### config.mk
export PLATFORM = sky130hd
export DESIGN_NAME = flash_lock_mgr
export DESIGN_NICKNAME = d
export VERILOG_FILES = /design/src/rtl/flash_lock_pkg.sv /design/src/rtl/lock_cmd_dec.sv /design/src/rtl/lock_range_chk.sv /design/src/rtl/flash_lock_mgr.sv
export SDC_FILE = /design/constraint.sdc
export NUM_CORES = 1
export LEC_CHECK = 0
export ABC_AREA = 1
export CORE_AREA = 2 2 103 65
export CTS_CLUSTER_DIAMETER = 60
export CTS_CLUSTER_SIZE = 28
export DETAILED_ROUTE_END_ITERATION = 16
export DIE_AREA = 0 0 105 67
export GPL_TIMING_DRIVEN = 0
export PLACE_DENSITY = 0.75
export SLEW_MARGIN = 20
export SYNTH_ARGS = -nofsm -noshare
export SYNTH_HDL_FRONTEND = slang
export SYNTH_SLANG_ARGS = --single-unit
export TNS_END_PERCENT = 30
### constraint.sdc
create_clock -name clk_i -period 1.7 [get_ports clk_i]
set_input_delay 0.425 -clock clk_i [delete_from_list [all_inputs] [get_ports clk_i]]
set_output_delay 0.425 -clock clk_i [all_outputs]
set_load 0.05 [all_outputs]
### src/rtl/flash_lock_pkg.sv
package flash_lock_pkg;

    typedef enum logic [1:0] {
        LK_OPEN   = 2'd0,
        LK_WINDOW = 2'd1,
        LK_ALL    = 2'd2
    } lk_mode_e;

    typedef enum logic [2:0] {
        OP_NONE    = 3'd0,
        OP_LOWER   = 3'd1,
        OP_UPPER   = 3'd2,
        OP_LOCKALL = 3'd3,
        OP_FREEZE  = 3'd4
    } lk_op_e;

    localparam int unsigned CODE_W = 8;
    localparam logic [CODE_W-1:0] CODE_LOWER   = 8'h10;
    localparam logic [CODE_W-1:0] CODE_UPPER   = 8'h11;
    localparam logic [CODE_W-1:0] CODE_LOCKALL = 8'h21;
    localparam logic [CODE_W-1:0] CODE_FREEZE  = 8'h31;

endpackage

### src/rtl/lock_cmd_dec.sv
module lock_cmd_dec
    import flash_lock_pkg::*;
#(
    parameter int unsigned DATA_W = 16
) (
    input  logic              valid_i,
    input  logic              supported_i,
    input  logic              frozen_i,
    input  logic [DATA_W-1:0] data_i,
    output lk_op_e            op_o
);
    localparam int unsigned PAD_W = DATA_W - CODE_W;

    logic accept;

    function automatic logic code_match(input logic [DATA_W-1:0] w,
                                        input logic [CODE_W-1:0] c);
        return w == {{PAD_W{1'b0}}, c};
    endfunction

    always_comb begin
        accept = valid_i && supported_i && !frozen_i;
        op_o   = OP_NONE;
        if (accept) begin
            if (code_match(data_i, CODE_LOWER))        op_o = OP_LOWER;
            else if (code_match(data_i, CODE_UPPER))   op_o = OP_UPPER;
            else if (code_match(data_i, CODE_LOCKALL)) op_o = OP_LOCKALL;
            else if (code_match(data_i, CODE_FREEZE))  op_o = OP_FREEZE;
        end
    end
endmodule

### src/rtl/lock_range_chk.sv
module lock_range_chk
    import flash_lock_pkg::*;
#(
    parameter int unsigned BLK_W = 12
) (
    input  lk_mode_e         mode_i,
    input  logic [BLK_W-1:0] lo_i,
    input  logic [BLK_W-1:0] hi_i,
    input  logic [BLK_W-1:0] blk_i,
    output logic             open_o
);
    logic in_window;

    always_comb begin
        in_window = (blk_i >= lo_i) && (blk_i <= hi_i);
        unique case (mode_i)
            LK_OPEN:   open_o = 1'b1;
            LK_WINDOW: open_o = in_window;
            default:   open_o = 1'b0;
        endcase
    end
endmodule

### src/rtl/flash_lock_mgr.sv
module flash_lock_mgr
    import flash_lock_pkg::*;
#(
    parameter int unsigned BLK_W  = 12,
    parameter int unsigned DATA_W = 16
) (
    input  logic              clk_i,
    input  logic              rst_ni,
    input  logic              lock_supported_i,
    input  logic              cmd_valid_i,
    input  logic [BLK_W-1:0]  cmd_blk_i,
    input  logic [DATA_W-1:0] cmd_data_i,
    input  logic              qry_valid_i,
    input  logic [BLK_W-1:0]  qry_blk_i,
    output logic              qry_allow_o,
    output logic              locked_irq_o,
    output logic              unsup_irq_o
);
    localparam int unsigned STATE_W = 2 + 2 * BLK_W;

    typedef struct packed {
        lk_mode_e         mode;
        logic [BLK_W-1:0] lo;
        logic [BLK_W-1:0] hi;
        logic             pend_vld;
        logic [BLK_W-1:0] pend_lo;
        logic             frozen;
        logic             allow;
        logic             deny;
        logic             unsup;
    } lk_state_t;

    lk_state_t s_d, s_q;
    lk_op_e    op;
    logic      blk_open;

    logic               frozen_w;
    logic [STATE_W-1:0] lock_state_w;

    lock_cmd_dec #(.DATA_W(DATA_W)) u_dec (
        .valid_i     (cmd_valid_i),
        .supported_i (lock_supported_i),
        .frozen_i    (s_q.frozen),
        .data_i      (cmd_data_i),
        .op_o        (op)
    );

    lock_range_chk #(.BLK_W(BLK_W)) u_rng (
        .mode_i (s_q.mode),
        .lo_i   (s_q.lo),
        .hi_i   (s_q.hi),
        .blk_i  (qry_blk_i),
        .open_o (blk_open)
    );

    always_comb begin
        s_d       = s_q;
        s_d.allow = qry_valid_i && blk_open;
        s_d.deny  = qry_valid_i && !blk_open;
        s_d.unsup = 1'b0;
        unique case (op)
            OP_LOWER: begin
                s_d.pend_vld = 1'b1;
                s_d.pend_lo  = cmd_blk_i;
            end
            OP_UPPER: begin
                if (s_q.pend_vld) begin
                    s_d.pend_vld = 1'b0;
                    if (s_q.pend_lo < cmd_blk_i) begin
                        s_d.mode = LK_WINDOW;
                        s_d.lo   = s_q.pend_lo;
                        s_d.hi   = cmd_blk_i;
                    end else begin
                        s_d.unsup = 1'b1;
                    end
                end
            end
            OP_LOCKALL: begin
                s_d.mode     = LK_ALL;
                s_d.pend_vld = 1'b0;
            end
            OP_FREEZE: s_d.frozen = 1'b1;
            default: ;
        endcase
    end

    always_ff @(posedge clk_i or negedge rst_ni) begin
        if (!rst_ni) begin
            s_q <= '{mode: LK_OPEN, default: '0};
        end else begin
            s_q <= s_d;
        end
    end

    assign qry_allow_o  = s_q.allow;
    assign locked_irq_o = s_q.deny;
    assign unsup_irq_o  = s_q.unsup;

    assign frozen_w     = s_q.frozen;
    assign lock_state_w = {s_q.mode, s_q.lo, s_q.hi};
endmodule

## Word level (Yosys, flattened, before mapping)

Cells that the tools add are included.

| cells by class | value |
|---|---|
| magnitude comparators | 3 |
| shift-type cells | 0 |
| divide/modulo/power cells | 0 |
| multiply operators | 0 |
| add/sub/neg operators | 0 |
| mux-type cells | 13 |
| reductions and logical operators | 12 |
| equal/unequal tests | 11 |
| bitwise gates (word level) | 0 |

Operator list:

| kind | count |
|---|---|
| 16-bit by 5-bit equality test with 1-bit output (second input constant) | 2 |
| 16-bit by 6-bit equality test with 1-bit output (second input constant) | 2 |
| 27-bit 2-to-1 mux | 1 |
| 26-bit 2-to-1 mux | 1 |
| 3-bit 2-to-1 mux | 5 |
| 12-bit greater-or-equal comparator | 1 |
| 12-bit less-or-equal comparator | 1 |
| 12-bit less-than comparator | 1 |
| 3-bit by 2-bit equality test with 1-bit output (second input constant) | 2 |
| 3-bit AND reduction | 2 |
| 1-bit logical AND | 5 |
| 2-bit != test (second input constant) | 2 |
| 2-bit case mux with 2 select lines | 1 |
| 3-bit by 1-bit equality test with 1-bit output (second input constant) | 1 |
| 3-bit equality test (second input constant) | 1 |
| 1-bit 2-to-1 mux | 3 |
| 1-bit case mux with 3 select lines | 1 |
| 3-bit nonzero test | 1 |
| 2-bit by 1-bit equality test with 1-bit output (second input constant) | 1 |
| 1-bit zero test | 2 |
| 2-bit zero test | 1 |
| 1-bit case mux with 2 select lines | 1 |
| 2-bit nonzero test | 1 |

| storage, ports and cells | value |
|---|---|
| input port bits | 45 |
| bits in read-only memories | 0 |
| memory bits (writable) | 0 |
| memories | 0 |
| bits in registers | 43 |
| logic and storage cells | 48 |
| output and inout port bits | 3 |
| latch bits | 0 |

## Longest topological paths before layout

Gate-level depths: netlist (run 1).

| logic depth | value |
|---|---|
| word-level depth | 9 |
| depth in mapped cells | 14 |
| depth with buffers taken out | 13 |

## Modules after synthesis

A second synthesis (run 1) with hierarchy kept.

| unflattened totals | value |
|---|---|
| cell total of the unflattened synthesis | 373 |
| area, all modules | 2857.7 um^2 |

By module, submodules not included:

| module | times used | area each (um^2) | seq. area each (um^2) | cells an instance |
|---|---|---|---|---|
| flash_lock_mgr | 1 | 2013.2 | 1076.0 | 226 |
| lock_range_chk | 1 | 673.1 | 0.0 | 113 |
| lock_cmd_dec | 1 | 171.4 | 0.0 | 34 |

## Least setup slack after synthesis (run 1)

No wires, ideal clock.

| timing path | value |
|---|---|
| path type | input -> register |
| start point | in cmd_blk_i[11] |
| end point | reg s_q (netlist bit lock_state_w[25]) |
| setup slack | -0.066 ns |
| required time | 1.583 ns |
| buffers on the path | 1 |
| setup time | 0.117 ns |
| stages on the path | 13 |
| data arrival time | 1.649 ns |
| path through | inv_1 ha_1 nand2_1 inv_1 nand3_1 inv_1 nand2_1 nand2_1 a21oi_1 nand3_2 buf_6 nand2_1 nand2_1 |

| between the ends | value |
|---|---|
| longest elaborated chain between the ends | 3 |

Ends and longest elaborated chain:

| what | RTL line | source |
|---|---|---|
| from (decl) | flash_lock_mgr.sv:11 | `input logic [BLK_W-1:0] cmd_blk_i,` |
| 12-bit less-than comparator | flash_lock_mgr.sv:69 | `if (s_q.pend_lo < cmd_blk_i) begin` |
| 2-bit != test (no line) | n/a |  |
| 3-bit AND reduction (no line) | n/a |  |
| to (signal assigned) | flash_lock_mgr.sv:89 | `s_q <= '{mode: LK_OPEN, default: '0};` |
| to (signal assigned) | flash_lock_mgr.sv:91 | `s_q <= s_d;` |
| to (decl) | flash_lock_mgr.sv:33 | `lk_state_t s_d, s_q;` |

Every way passes these cells.
A chain may end at the register's enable or synchronous reset.

## Final worst setup path (run 1)

| timing path | value |
|---|---|
| start point | in cmd_data_i[9] |
| end point | reg s_q (netlist bit lock_state_w[14]) |

| between the ends | value |
|---|---|
| longest elaborated chain between the ends | 8 |
| elaborated cells between the ends (all ways) | 11 |
| classes of those cells | eq/ne: 5; mux: 5; reduce/logical: 1 |

Ends and longest elaborated chain:

| what | RTL line | source |
|---|---|---|
| from (decl) | flash_lock_mgr.sv:12 | `input logic [DATA_W-1:0] cmd_data_i,` |
| 16-bit by 6-bit equality test with 1-bit output | lock_cmd_dec.sv:18 | `return w == {{PAD_W{1'b0}}, c};` |
| 3-bit 2-to-1 mux | lock_cmd_dec.sv:28 | `else if (code_match(data_i, CODE_FREEZE)) op_o = OP_FREEZE;` |
| 3-bit 2-to-1 mux | lock_cmd_dec.sv:27 | `else if (code_match(data_i, CODE_LOCKALL)) op_o = OP_LOCKALL;` |
| 3-bit 2-to-1 mux | lock_cmd_dec.sv:26 | `else if (code_match(data_i, CODE_UPPER)) op_o = OP_UPPER;` |
| 3-bit 2-to-1 mux * | lock_cmd_dec.sv:25 | `if (code_match(data_i, CODE_LOWER)) op_o = OP_LOWER;` |
| 3-bit 2-to-1 mux * | lock_cmd_dec.sv:24 | `if (accept) begin` |
| 3-bit by 2-bit equality test with 1-bit output * | flash_lock_mgr.sv:61 | `unique case (op)` |
| 3-bit AND reduction (no line) * | n/a |  |

Mark *: on every way between the ends. The rest lies on a longest branch, timed or not.

==> run summary, run 1 <==
After global routing the overflow that remains totals 0. The run finished, with violations left. The first global-routing pass estimated between 10 and 15 mm of wire. The start-to-end type of the worst setup path is in2reg. The critical path contains buffers and inverters numbering 2 combined.

The final worst hold slack is 0.0634 ns. In the layout the commonest cells are nand2_1, inv_1, dfrtp_1, ha_1, nand2_2. The number of nets with antenna violations after routing came out at 0. The via count normalized by instance count is approximately 4.8. STA classifies the critical path startpoint as an input pin. The share of cells above drive strength 1 is 0.189. The total half-perimeter wirelength after legalization and detailed placement is 5.19 mm. The required time reported for the critical path endpoint is a little under 2 ns. The die outline width is 105 um. The setup clock skew after layout came out at a little under 0.01 ns. The post-synthesis sequential area ratio came out at 0.374.

The DRC violation total after the first TritonRoute iteration is 122. The library cell used most frequently in the layout, excluding fill and tap cells, is nand2_1. The upper clock frequency limit came out at roughly 550 MHz. Once placement finished, the instance area stood at roughly 3500 sq um.

The level count of the clock H-tree is 2. In the synthesized netlist, the number of instances is between 300 and 400. The peak ir drop on the vdd network is ~0.00037 V. Counting buffers and inverters, the worst setup path is 11 cells deep. The initial antenna violation count was 0. The detailed-routing iteration count for the pre-antenna-repair pass is 4.

The portion of total power attributed to the clock network is 0.363. OpenSTA, run right after detailed placement, puts the worst setup slack at -0.866 ns. The number of sinks on the clock net came out at 43. The unique cell type count in the Yosys netlist came out at 22.

The longest individual stage delay on the worst path came out at about 0.40 ns. The leakage component of the power came out at between 2 and 2.5 nW. The net switching power came out at 515 uW. The number of nets in the synthesized netlist is 479. For this run, design rule violations remaining after detail routing come to 0. Setup repair after global routing could not meet its margin everywhere.

The per-cell routed wire length is roughly 13 um. The routed wire length is around 7.4 mm. The number of I/O pins came out at 48. The congestion estimate from routability-driven global placement came to 0.862. Of the total power, the share spent switching nets is 0.252.

The number of global-route vias before repair was ~2600. The post-synthesis register bit count came out at 43. The starting utilization of the core area is 0.479.

The vias after detailed routing came out at roughly 2700. The number of buffers added by the clock tree synthesis step came out at 5. The setup violation total in the final timing report is 39. The power per standard cell area is approximately 520 nW/um^2.

For the worst setup path, the data arrival time is 2.07 ns. The number of cells on the worst reg-to-reg path is 12. STA classifies the critical path endpoint as a register. In this run the mean area of a mapped cell was between 7 and 8 sq um. Counting I/O delays and the setup requirement, the final critical path takes 1.83 ns. The maximum number of pins on one net before global-route repair came out at 26. The worst hold path belongs to the class in2async. The power consumption came out at ~2 mW. The floorplan step defined a core boundary enclosing approximately 6000 sq um.

The share of power burned in registers is 0.500. The count of buffers added on input and output ports is 47. Among all stages on the critical path, the largest delay is contributed by clkdlybuf4s50_1.

The number of antenna diodes in the final layout is 0. In the post-route analysis, the smallest setup slack over all paths is -0.128 ns. The final number of hold-violating endpoints is 0. The share of total power dissipated in combinational logic is 0.137.

The post-synthesis to final-layout area growth came out at 37.0%. TritonCTS built the clock tree. Max-cap violations in this run came to 0. The post-synth design cell area came out at approximately 2900 sq um. The worst max-slew margin expressed relative to the limit came out at 0.669. CTS placed an instance of clkbuf_8 at the clock tree root. The max-slew violation count is 0. The internal power component is between 1.5 and 2 mW. The yosys synthesis warning count came out at 0. Among cell families on the critical path, the largest total delay comes from simple AND/OR/NAND/NOR gates.

The largest buffer count on any clock path came out at 2. The biggest fanout along the worst timing path is 6. The final design instance area without fill came out at between 3000 and 4000 sq um. The height of the die came out at ~67 um.

The clock latency at the later pin of the worst-skew pair came out at roughly 0.31 ns. The clock transition at the registers of the reported paths came out at 0.09 ns. The global-route total usage across every layer is 0.219. The checks that failed: negative setup slack.

The net count of the finished layout is approximately 550. The die footprint is 7040 sq um. Of the available clock period, the critical path in the final layout requires 1.08. Walking the worst path, the cells encountered are clkdlybuf4s50_1 -> nor2_1 -> nand2_1 -> nor2_4 -> nand3b_1 -> nand2_2 -> nor2_4 -> nand3_4 -> clkbuf_16 -> nand2_2 -> nand2_1.

The transition time of the tightest slew-check pin came out at ~0.50 ns. The standard-cell row count came out at 22.
-- worst register-to-register path: stages, from the launching register on --
cell       delay (ns)
dfrtp_1          0.41
ha_1             0.30
nand2_1          0.08
inv_2            0.06
nand3_4          0.08
inv_2            0.04
nand2_2          0.06
nand2_4          0.07
a21oi_4          0.16
nand3_4          0.14
clkbuf_16        0.20
nand2_2          0.05
nand2_1          0.05
-- synth_stat cells --
library cell / number / area [sq um]
a21oi_1: 11 / 55.1
or2_2: 1 / 6.26
nor2_1: 21 / 78.8
clkbuf_1: 2 / 7.51
o31ai_1: 1 / 7.51
buf_6: 4 / 45.0
dfrtp_1: 43 / 1080
nand2_2: 3 / 18.8
a21o_1: 2 / 15.0
ha_1: 35 / 438
nor2_2: 3 / 18.8
nand3_2: 1 / 10.0
nand3b_1: 1 / 7.51
nand3_1: 13 / 65.1
nand4_2: 1 / 12.5
nand2_1: 162 / 608
nor2_4: 2 / 22.5
inv_1: 73 / 274
o21ai_0: 13 / 65.1
nand4_1: 5 / 31.3
nor3_1: 1 / 5.00
buf_4: 1 / 7.51
-- flip-flops by register name, indices dropped and copies added (netlist names) --
| name | cells |
|---|---|
| s_q | 13 |
| qry_allow_o | 1 |
| frozen_w | 1 |
| lock_state_w | 26 |
| locked_irq_o | 1 |
| unsup_irq_o | 1 |
-- kinds of logic after synthesis --
kind of cell	after synthesis	synth area share
AO/OA/AOI/OAI	27	0.0496
buffers and inverters	80	0.116
flip-flops	43	0.374
adder cells (fa/ha/maj)	35	0.152
AND/OR/NAND/NOR	214	0.308
-- through the flow --
| step | std cells | setup TNS, ns | utilization |
|---|---|---|---|
| 2_1_floorplan | 399 | 0 | - |
| 3_5_place_dp | 531 | -27.06 | 0.578 |
| 5_1_grt | 554 | -6.82 | 0.656 |
| 4_1_cts | 552 | -2.36 | 0.629 |
| 6_report | 554 | -3.27 | 0.656 |
| 3_3_place_gp | 530 | -66.48 | 0.576 |
-- cell type report --
type	instances	area (sq um)
clock inverter	1	7.51
inverter	73	274
buffer	5	50.0
sequential	43	1080
multi-input combinational	276	1670
tap	84	105
timing repair buffer	65	664
clock buffer	7	96.3
fill	531	2060
-- power by group through the flow --
stage | clock network (mW) | logic, mW | registers (mW)
detailed placement | 0 | 0.271 | 1.04
global placement | 0 | 0.258 | 1.04
finish | 0.743 | 0.280 | 1.02
global route | 0.794 | 0.316 | 1.02
floorplan | 0 | 0.0962 | 1.05
CTS | 0.751 | 0.270 | 1.02
-- final timing paths --
kind | start | endpoint | slack (ns)
min | rst_ni | s_q[13]$_DFFE_PN0P_ | 0.06
min reg2reg | frozen_w$_DFFE_PN0N_ | frozen_w$_DFFE_PN0N_ | 0.46
min in group clk_i | cmd_blk_i[11] | lock_state_w[11]$_DFFE_PN0P_ | 0.45
max in group asynchronous | rst_ni | lock_state_w[1]$_DFFE_PN0P_ | 1.13
max | cmd_data_i[9] | lock_state_w[14]$_DFFE_PN0P_ | -0.13
max reg2reg | s_q[14]$_DFFE_PN0P_ | lock_state_w[14]$_DFFE_PN0P_ | -0.11
-- per-layer routing --
| layer | GRT usage | wire length, um | vias up |
|---|---|---|---|
| li1 | - | - | 1358 |
| met1 | 0.291 | 3480 | 1238 |
| met2 | 0.369 | 3520 | 55 |
| met3 | 0.0450 | 368 | 7 |
| met4 | 0.0533 | 67 | 0 |
| met5 | 0 | 0 | - |
-- repair_timing --
action                     4_1_cts  5_1_grt
setup endpoints to repair       42       39
setup buffers                   11        4
resized for setup               48       49
hold buffers                     0        0
gates cloned                     2        1
pin swaps                       24       24
Note: power is estimated with default switching activity, not from simulation.
==> inputs of run 2 (changes only) <==
--- a/config.mk
+++ b/config.mk
@@ -13,6 +13,7 @@
 export DIE_AREA = 0 0 105 67
 export GPL_TIMING_DRIVEN = 0
 export PLACE_DENSITY = 0.75
+export SKIP_CTS_REPAIR_TIMING = 1
 export SLEW_MARGIN = 20
 export SYNTH_ARGS = -nofsm -noshare
 export SYNTH_HDL_FRONTEND = slang
==> run summary, run 2 (synthesis gave the netlist of run 1 again) <==
The sort of element at the end of the critical path is a register. VDD sags by at most approximately 0.00036 V. The register with the most flip-flops in the layout has 26 of them. 48 I/O pins were placed. The max capacitance violation total is 0. In this run the standard cell core region covers around 6000 sq um. The logic gate share of total power came out at 0.137. The clock tree synthesis step divided the H-tree into 2 levels. The worst hold path belongs to the class in2async. The setup path with the least slack is of type reg2reg.

The library cell used most frequently in the layout, excluding fill and tap cells, is nand2_1. The setup clock skew after layout is ~0.0083 ns. The net switching power is between 400 and 500 uW. The first global-routing pass estimated roughly 11 mm of wire.

The top cell types in the final layout, fill and taps aside, are nand2_1, inv_1, dfrtp_1, ha_1, clkdlybuf4s50_1. The final reports fail on negative setup slack. 0 antenna diodes ended up in the layout. Of the total power, the share spent switching nets is 0.244. After clock tree synthesis, the clock-pin slew on the worst setup and hold paths is about 0.09 ns. The die footprint is 7040 sq um.

The via count normalized by instance count came out at ~4.8. The count of input and output buffers is 47. After the flow finishes, the layout carries non-filler instances totaling between 500 and 600. The worst max-slew margin expressed relative to the limit came out at 0.655.

The share of power burned in registers is 0.504. The power per standard cell area came out at ~530 nW/um^2. Routability-driven placement finished with a final weighted congestion of 0.862. The per-cell routed wire length is around 13 um. For the worst-skew pair, the clock arrives at the later sink with an insertion delay of around 0.30 ns. The root buffer cell chosen for the clock tree is clkbuf_8. The register-to-register setup slack came out at -0.16 ns. STA puts the critical path data required time at roughly 1.9 ns. The internal portion of the total power is 1.54 mW. The routed layout has ~2600 vias. TritonCTS built the clock tree. For this run, design rule violations remaining after detail routing come to 0. Setup repair after global routing could not meet its margin everywhere. The share of total power dissipated in the clock network is 0.360. The final worst setup slack came out at -0.163 ns.

The starting utilization of the core area came out at 0.479. The leakage component of the power came out at roughly 2.2 nW. The maximum number of pins on one net before global-route repair is 26.

The net count of the finished layout is between 500 and 600. The number of sinks on the clock net came out at 43. The first detailed-routing pass ran for 4 iterations. The most critical setup path has its startpoint at s_q[14]$_DFFE_PN0P_. The biggest fanout along the worst timing path came out at 10.

The share of cells above drive strength 1 came out at 0.124. The final critical-path share of the clock period is 1.10. The upper clock frequency limit is 537 MHz. Global routing finished with a remaining overflow of 0.

The run finished, with violations left. In this run the critical register-to-register path is launched from s_q[14]$_DFFE_PN0P_. The post-route minimum period came out at between 1.5 and 2 ns. The number of buffers added by the clock tree synthesis step is 5. The total instance count after detailed placement came out at around 530. The routed wire length came out at 7.08 mm.

The max-slew violation count is 0. The initial antenna violation count is 0. Measured along the y axis, the die boundary spans 67 um. In this run the core area contains 22 standard-cell rows. The total half-perimeter wirelength after legalization and detailed placement came out at roughly 5.2 mm. The number of global-route vias before repair came to approximately 2400. STA classifies the critical path startpoint as a register. The detailed router finished its first iteration with between 100 and 150 violations.

The largest buffer count on any clock path came out at 2. The final number of hold-violating endpoints is 0. The data arrival time at the worst-slack endpoint came out at between 2 and 2.5 ns.

The die outline width came out at approximately 110 um. The transition time of the tightest slew-check pin came out at between 0.5 and 0.6 ns. The setup violation total in the final timing report is 35. The post-synthesis to final-layout area growth came out at 33.9%. In this run the remaining antenna-violating nets after routing total 0. The global-route total usage across every layer is 0.204. The total negative setup slack came out at -4.03 ns.
-- run 2: critical path, stage by stage (launching register included) --
cell and delay, ns:
dfrtp_1 0.41, ha_1 0.28, nand2_1 0.07, inv_2 0.05, nand3_2 0.08, inv_1 0.04
nand2_1 0.07, nand2_2 0.09, buf_6 0.13, a21oi_4 0.14, nand3_4 0.12, buf_6 0.17
nand2_1 0.06, nand2_1 0.05
-- run 2: power by group through the flow --
stage	clock network, mW	registers, mW	logic (mW)
2_1_floorplan	0	1.05	0.0962
4_1_cts	0.751	1.02	0.273
5_1_grt	0.794	1.02	0.315
3_5_place_dp	0	1.04	0.271
3_3_place_gp	0	1.04	0.258
6_report	0.731	1.02	0.278
-- run 2: per-stage QoR --
step                setup slack, ns  hold WS [ns]  instance area (sq um)  utilization  total power, mW
floorplan                   0.00458         0.129                   2880            -             1.14
detailed placement           -0.866         0.413                   3470        0.578             1.32
global route                 -0.296        0.0852                   3850        0.642             2.13
CTS                          -0.538        0.0796                   3570        0.595             2.05
finish                       -0.163        0.0710                   3850        0.642             2.03
global placement             -0.951         0.441                   3450        0.576             1.30
-- run 2: layout make-up --
type	count	area, sq um
Inverter	73	274
Sequential cell	43	1080
Timing Repair Buffer	62	662
Clock inverter	1	7.51
Clock buffer	7	96.3
Tap cell	84	105
Buffer	7	65.1
Multi-Input combinational cell	276	1570
Fill cell	565	2150
-- run 2: final timing paths --
check | endpoint | cells past startpoint
worst max-delay path | lock_state_w[3]$_DFFE_PN0P_ | 13
worst max register to register | lock_state_w[3]$_DFFE_PN0P_ | 13
max in group asynchronous | lock_state_w[1]$_DFFE_PN0P_ | 2
worst min-delay path | s_q[8]$_DFFE_PN0P_ | 1
worst min register to register | frozen_w$_DFFE_PN0N_ | 2
min in group clk_i | lock_state_w[7]$_DFFE_PN0P_ | 3
-- run 2: metal layers --
metal  global-route usage  wire length (um)  vias to the layer above
met5                    0                 0                        -
li1                     -                 -                     1359
met4               0.0500                61                        0
met3               0.0372               253                        7
met2                0.339              3310                       47
met1                0.279              3460                     1217
==> inputs of run 3 (changes only) <==
--- a/config.mk
+++ b/config.mk
@@ -17,5 +17,6 @@
 export SLEW_MARGIN = 20
 export SYNTH_ARGS = -nofsm -noshare
 export SYNTH_HDL_FRONTEND = slang
+export SYNTH_HIERARCHICAL = 1
 export SYNTH_SLANG_ARGS = --single-unit
 export TNS_END_PERCENT = 30
==> run summary, run 3 <==
The library cells used most frequently in the layout, excluding fill and tap cells, are nand2_1, inv_1, dfrtp_1, ha_1, nand4_1. The required time reported for the critical path endpoint is roughly 1.9 ns. Detailed placement ended at an HPWL of between 5 and 6 mm. The post-synthesis to final-layout area growth is 40.4%.

The number of sinks on the clock net came out at between 40 and 50. The share of power burned in registers came out at 0.516. The portion of total power attributed to the clock network is 0.334. The final number of hold-violating endpoints was 0. The logic gate share of total power came out at 0.150.

Yosys instantiated no cell more often than nand2_1. The setup violation total in the final timing report came out at 28. In this run the count of I/O pins placed on the die edge is 48. Synthesis produced a netlist whose cell count is between 300 and 400. The detailed-routing iteration count for the pre-antenna-repair pass came out at 4. Counting instances in the post-synthesis netlist gives the leading cell types as nand2_1, inv_1, dfrtp_1. The worst setup path is captured at a register. The setup clock skew after layout is 0.00368 ns. Dividing the detail-routed wire length by the instance count gives around 15 um. The biggest fanout along the worst timing path is 7. The final design instance area without fill is roughly 4000 sq um. The initial antenna violation count came out at 0. The maximum number of pins on one net before global-route repair is 25. Routability-driven placement finished with a final weighted congestion of between 0.8 and 0.9. The die footprint came out at 7040 sq um.

For the pin with the worst max-slew slack, the measured transition is ~0.55 ns. The number of antenna diodes in the final layout is 0. The max-slew violation count was 0. Of the total power, the share spent switching nets is 0.269. The data arrival time at the worst-slack endpoint is approximately 2.2 ns. The commonest non-fill, non-tap cell in the layout is nand2_1. The starting utilization of the core area is 0.476. The flip-flop count of the largest register, all copies and words added is 26.

The die is between 100 and 150 um wide. The final layout contains around 530 nets. In the synthesized netlist the dominant register cell turns out to be dfrtp_1.

The number of enable flip-flop cells after synthesis came out at 0. The peak ir drop on the vdd network came out at 0.000458 V. The tool flagged a number of max-cap violations equal to 0.

The checks that failed: negative setup slack. After layout, the minimum clock period comes to around 2.0 ns. In this run the number of H-tree levels came out at 2. The class of the tightest hold or removal check is in2async. The net switching power came out at 534 uW. Using the TritonRoute via totals, the vias-per-cell ratio works out to 5.16. The area fraction in compound gates after synthesis is 0.0543. The biggest area contributor in the post-synthesis netlist is dfrtp_1. The vias after detailed routing is 2755. TritonCTS created 5 clock buffers.

The detailed-route DRC error count came out at 0. The proportion of netlist area held by the largest area contributor came out at 0.377. After synthesis, the largest family of logic cells by area is simple AND/OR/NAND/NOR gates. Dividing total power by cell area gives a power density of a little under 500 nW/um^2. The startpoint type of the worst setup path is a register. The final worst setup slack is -0.287 ns. The master cell of the clock root buffer is clkbuf_8.

The floorplan step defined a core boundary enclosing 6000 sq um. For this run, the number of Yosys warnings is 6. The clock transition at the registers of the reported paths came out at approximately 0.090 ns. The upper clock frequency limit came out at around 500 MHz. The largest buffer count on any clock path came out at 2. TritonCTS built the clock tree. The number of nets with antenna violations after routing is 0. Setup repair after global routing could not meet its margin everywhere. The flow ran to the end, but the final reports show violations.

The routed wire length came out at a little over 8 mm. The unique cell type count in the Yosys netlist came out at 25. Cell internal power was estimated by the tool at ~1.5 mW. The arithmetic-cell share of the synthesized area counting full adders, half adders and majority gates came out at 0.153. The clock latency at the later pin of the worst-skew pair is ~0.3 ns. The height of the die is roughly 67 um.

The leakage component of the power came out at between 2 and 2.5 nW. Of the total synthesized cell area, the portion taken by XOR and XNOR cells is 0. The global-route total usage across every layer came out at 0.213.

By startpoint and endpoint, the worst setup path is classified as reg2reg. Of the total synthesized cell area, the portion taken by AND, OR, NAND and NOR gates is 0.306. The number of fill cells came out at 537. The post-synth design cell area came out at between 2000 and 3000 sq um. Global routing finished with a remaining overflow of 0. The async set or reset register ratio after synthesis came out at 1.00. By area the synthesized netlist is led by dfrtp_1, nand2_1, ha_1. The net count after synthesis came out at between 400 and 500. Of the available clock period, the critical path in the final layout requires 1.17. Of the synthesized area, sequential elements account for 0.377. The portion of netlist area occupied by mux cells is 0. The global-route wire length before repair came out at between 10 and 15 mm. The mean cell area of the mapped netlist is about 7.7 sq um. The share of cells above drive strength 1 is 0.264. The count of input and output buffers came out at between 40 and 50. The number of global-route vias before repair was around 2500. The standard-cell row count came out at 22. The total cell area at the placement stage is 3480 sq um. The total negative setup slack came out at -6.61 ns. Synthesis inferred 43 register bits. The worst max-slew margin expressed relative to the limit is 0.635. The DRC violation total after the first TritonRoute iteration came out at 120.
[run 3: cell types whose count changed in the layout (fill, tap and decap cells not counted), moves of 5 or more]
cell / change
clkdlybuf4s50_1: -15
nand3_1: -5
nor2_4: +9
inv_2: +8
nand2_2: +19
clkbuf_2: +6
dlymetal6s2s_1: +9
nand2_1: -68
nand4_1: +24
inv_1: -14
buf_4: +10
nor2_1: -8
[run 3: critical path, cell delays in order (launching register included)]
cell and delay, ns:
dfrtp_1 0.41, nor2_4 0.15, nand3_2 0.12, nor2_4 0.13
inv_2 0.06, nor2_4 0.11, inv_2 0.06, nor3_4 0.20
buf_6 0.13, nand3_4 0.16, clkbuf_16 0.22, nand2_2 0.06
nand2_1 0.05
[run 3: path summary, 6_finish.rpt]
kind | start | to | slack, ns | cells after the start
worst max register to register | frozen_w$_DFFE_PN0N_ | lock_state_w[5]$_DFFE_PN0P_ | -0.29 | 12
worst max-delay path | frozen_w$_DFFE_PN0N_ | lock_state_w[5]$_DFFE_PN0P_ | -0.29 | 12
worst min-delay path | rst_ni | lock_state_w[1]$_DFFE_PN0P_ | 0.1 | 1
worst min register to register | lock_state_w[16]$_DFFE_PN0P_ | lock_state_w[16]$_DFFE_PN0P_ | 0.48 | 2
max in group asynchronous | rst_ni | lock_state_w[20]$_DFFE_PN0P_ | 1.09 | 2
min in group clk_i | cmd_blk_i[8] | s_q[12]$_DFFE_PN0P_ | 0.45 | 3
[run 3: layer usage]
metal | vias to the layer above | GRT usage | part of all wire
met3 | 22 | 0.0382 | 0.070
li1 | 1343 | - | -
met2 | 92 | 0.344 | 0.46
met5 | - | 0 | 0
met4 | 0 | 0.0467 | 0.019
met1 | 1298 | 0.300 | 0.45
[run 3: final cells by class]
class                   instances  area, sq um  area share
multi-input cells             253         1680       0.420
flip-flops and latches         43         1080       0.268
repair buffers                 69          728       0.182
inverters                      67          251      0.0627
well taps                      84          105      0.0262
plain buffers                  10         82.6      0.0206
clock buffers                   5         68.8      0.0172
clock inverters                 3         15.0     0.00374
[run 3: kinds of logic after synthesis]
group / Yosys count
adder cells (fa/ha/maj): 35
AO/OA/AOI/OAI: 29
flip-flops: 43
AND/OR/NAND/NOR: 189
buffers and inverters: 77
[run 3: power groups by stage]
stage                     registers, mW  logic (mW)  clock network (mW)
after floorplan                    1.05       0.104                   0
after global placement             1.04       0.266                   0
after detailed placement           1.04       0.285                   0
after CTS                          1.02       0.286               0.664
after global routing               1.02       0.335               0.707
final                              1.02       0.298               0.662
[run 3: stage by stage]
stage               std cells   util  worst slack (ns)  total power [mW]  hold slack (ns)
floorplan                 373      -            -0.114              1.15            0.129
global placement          504  0.576            -0.971              1.31            0.459
detailed placement        505  0.580            -0.913              1.33            0.436
CTS                       513  0.594            -0.589              1.97            0.110
global route              534  0.668            -0.356              2.07            0.134
finish                    534  0.668            -0.287              1.98           0.0991
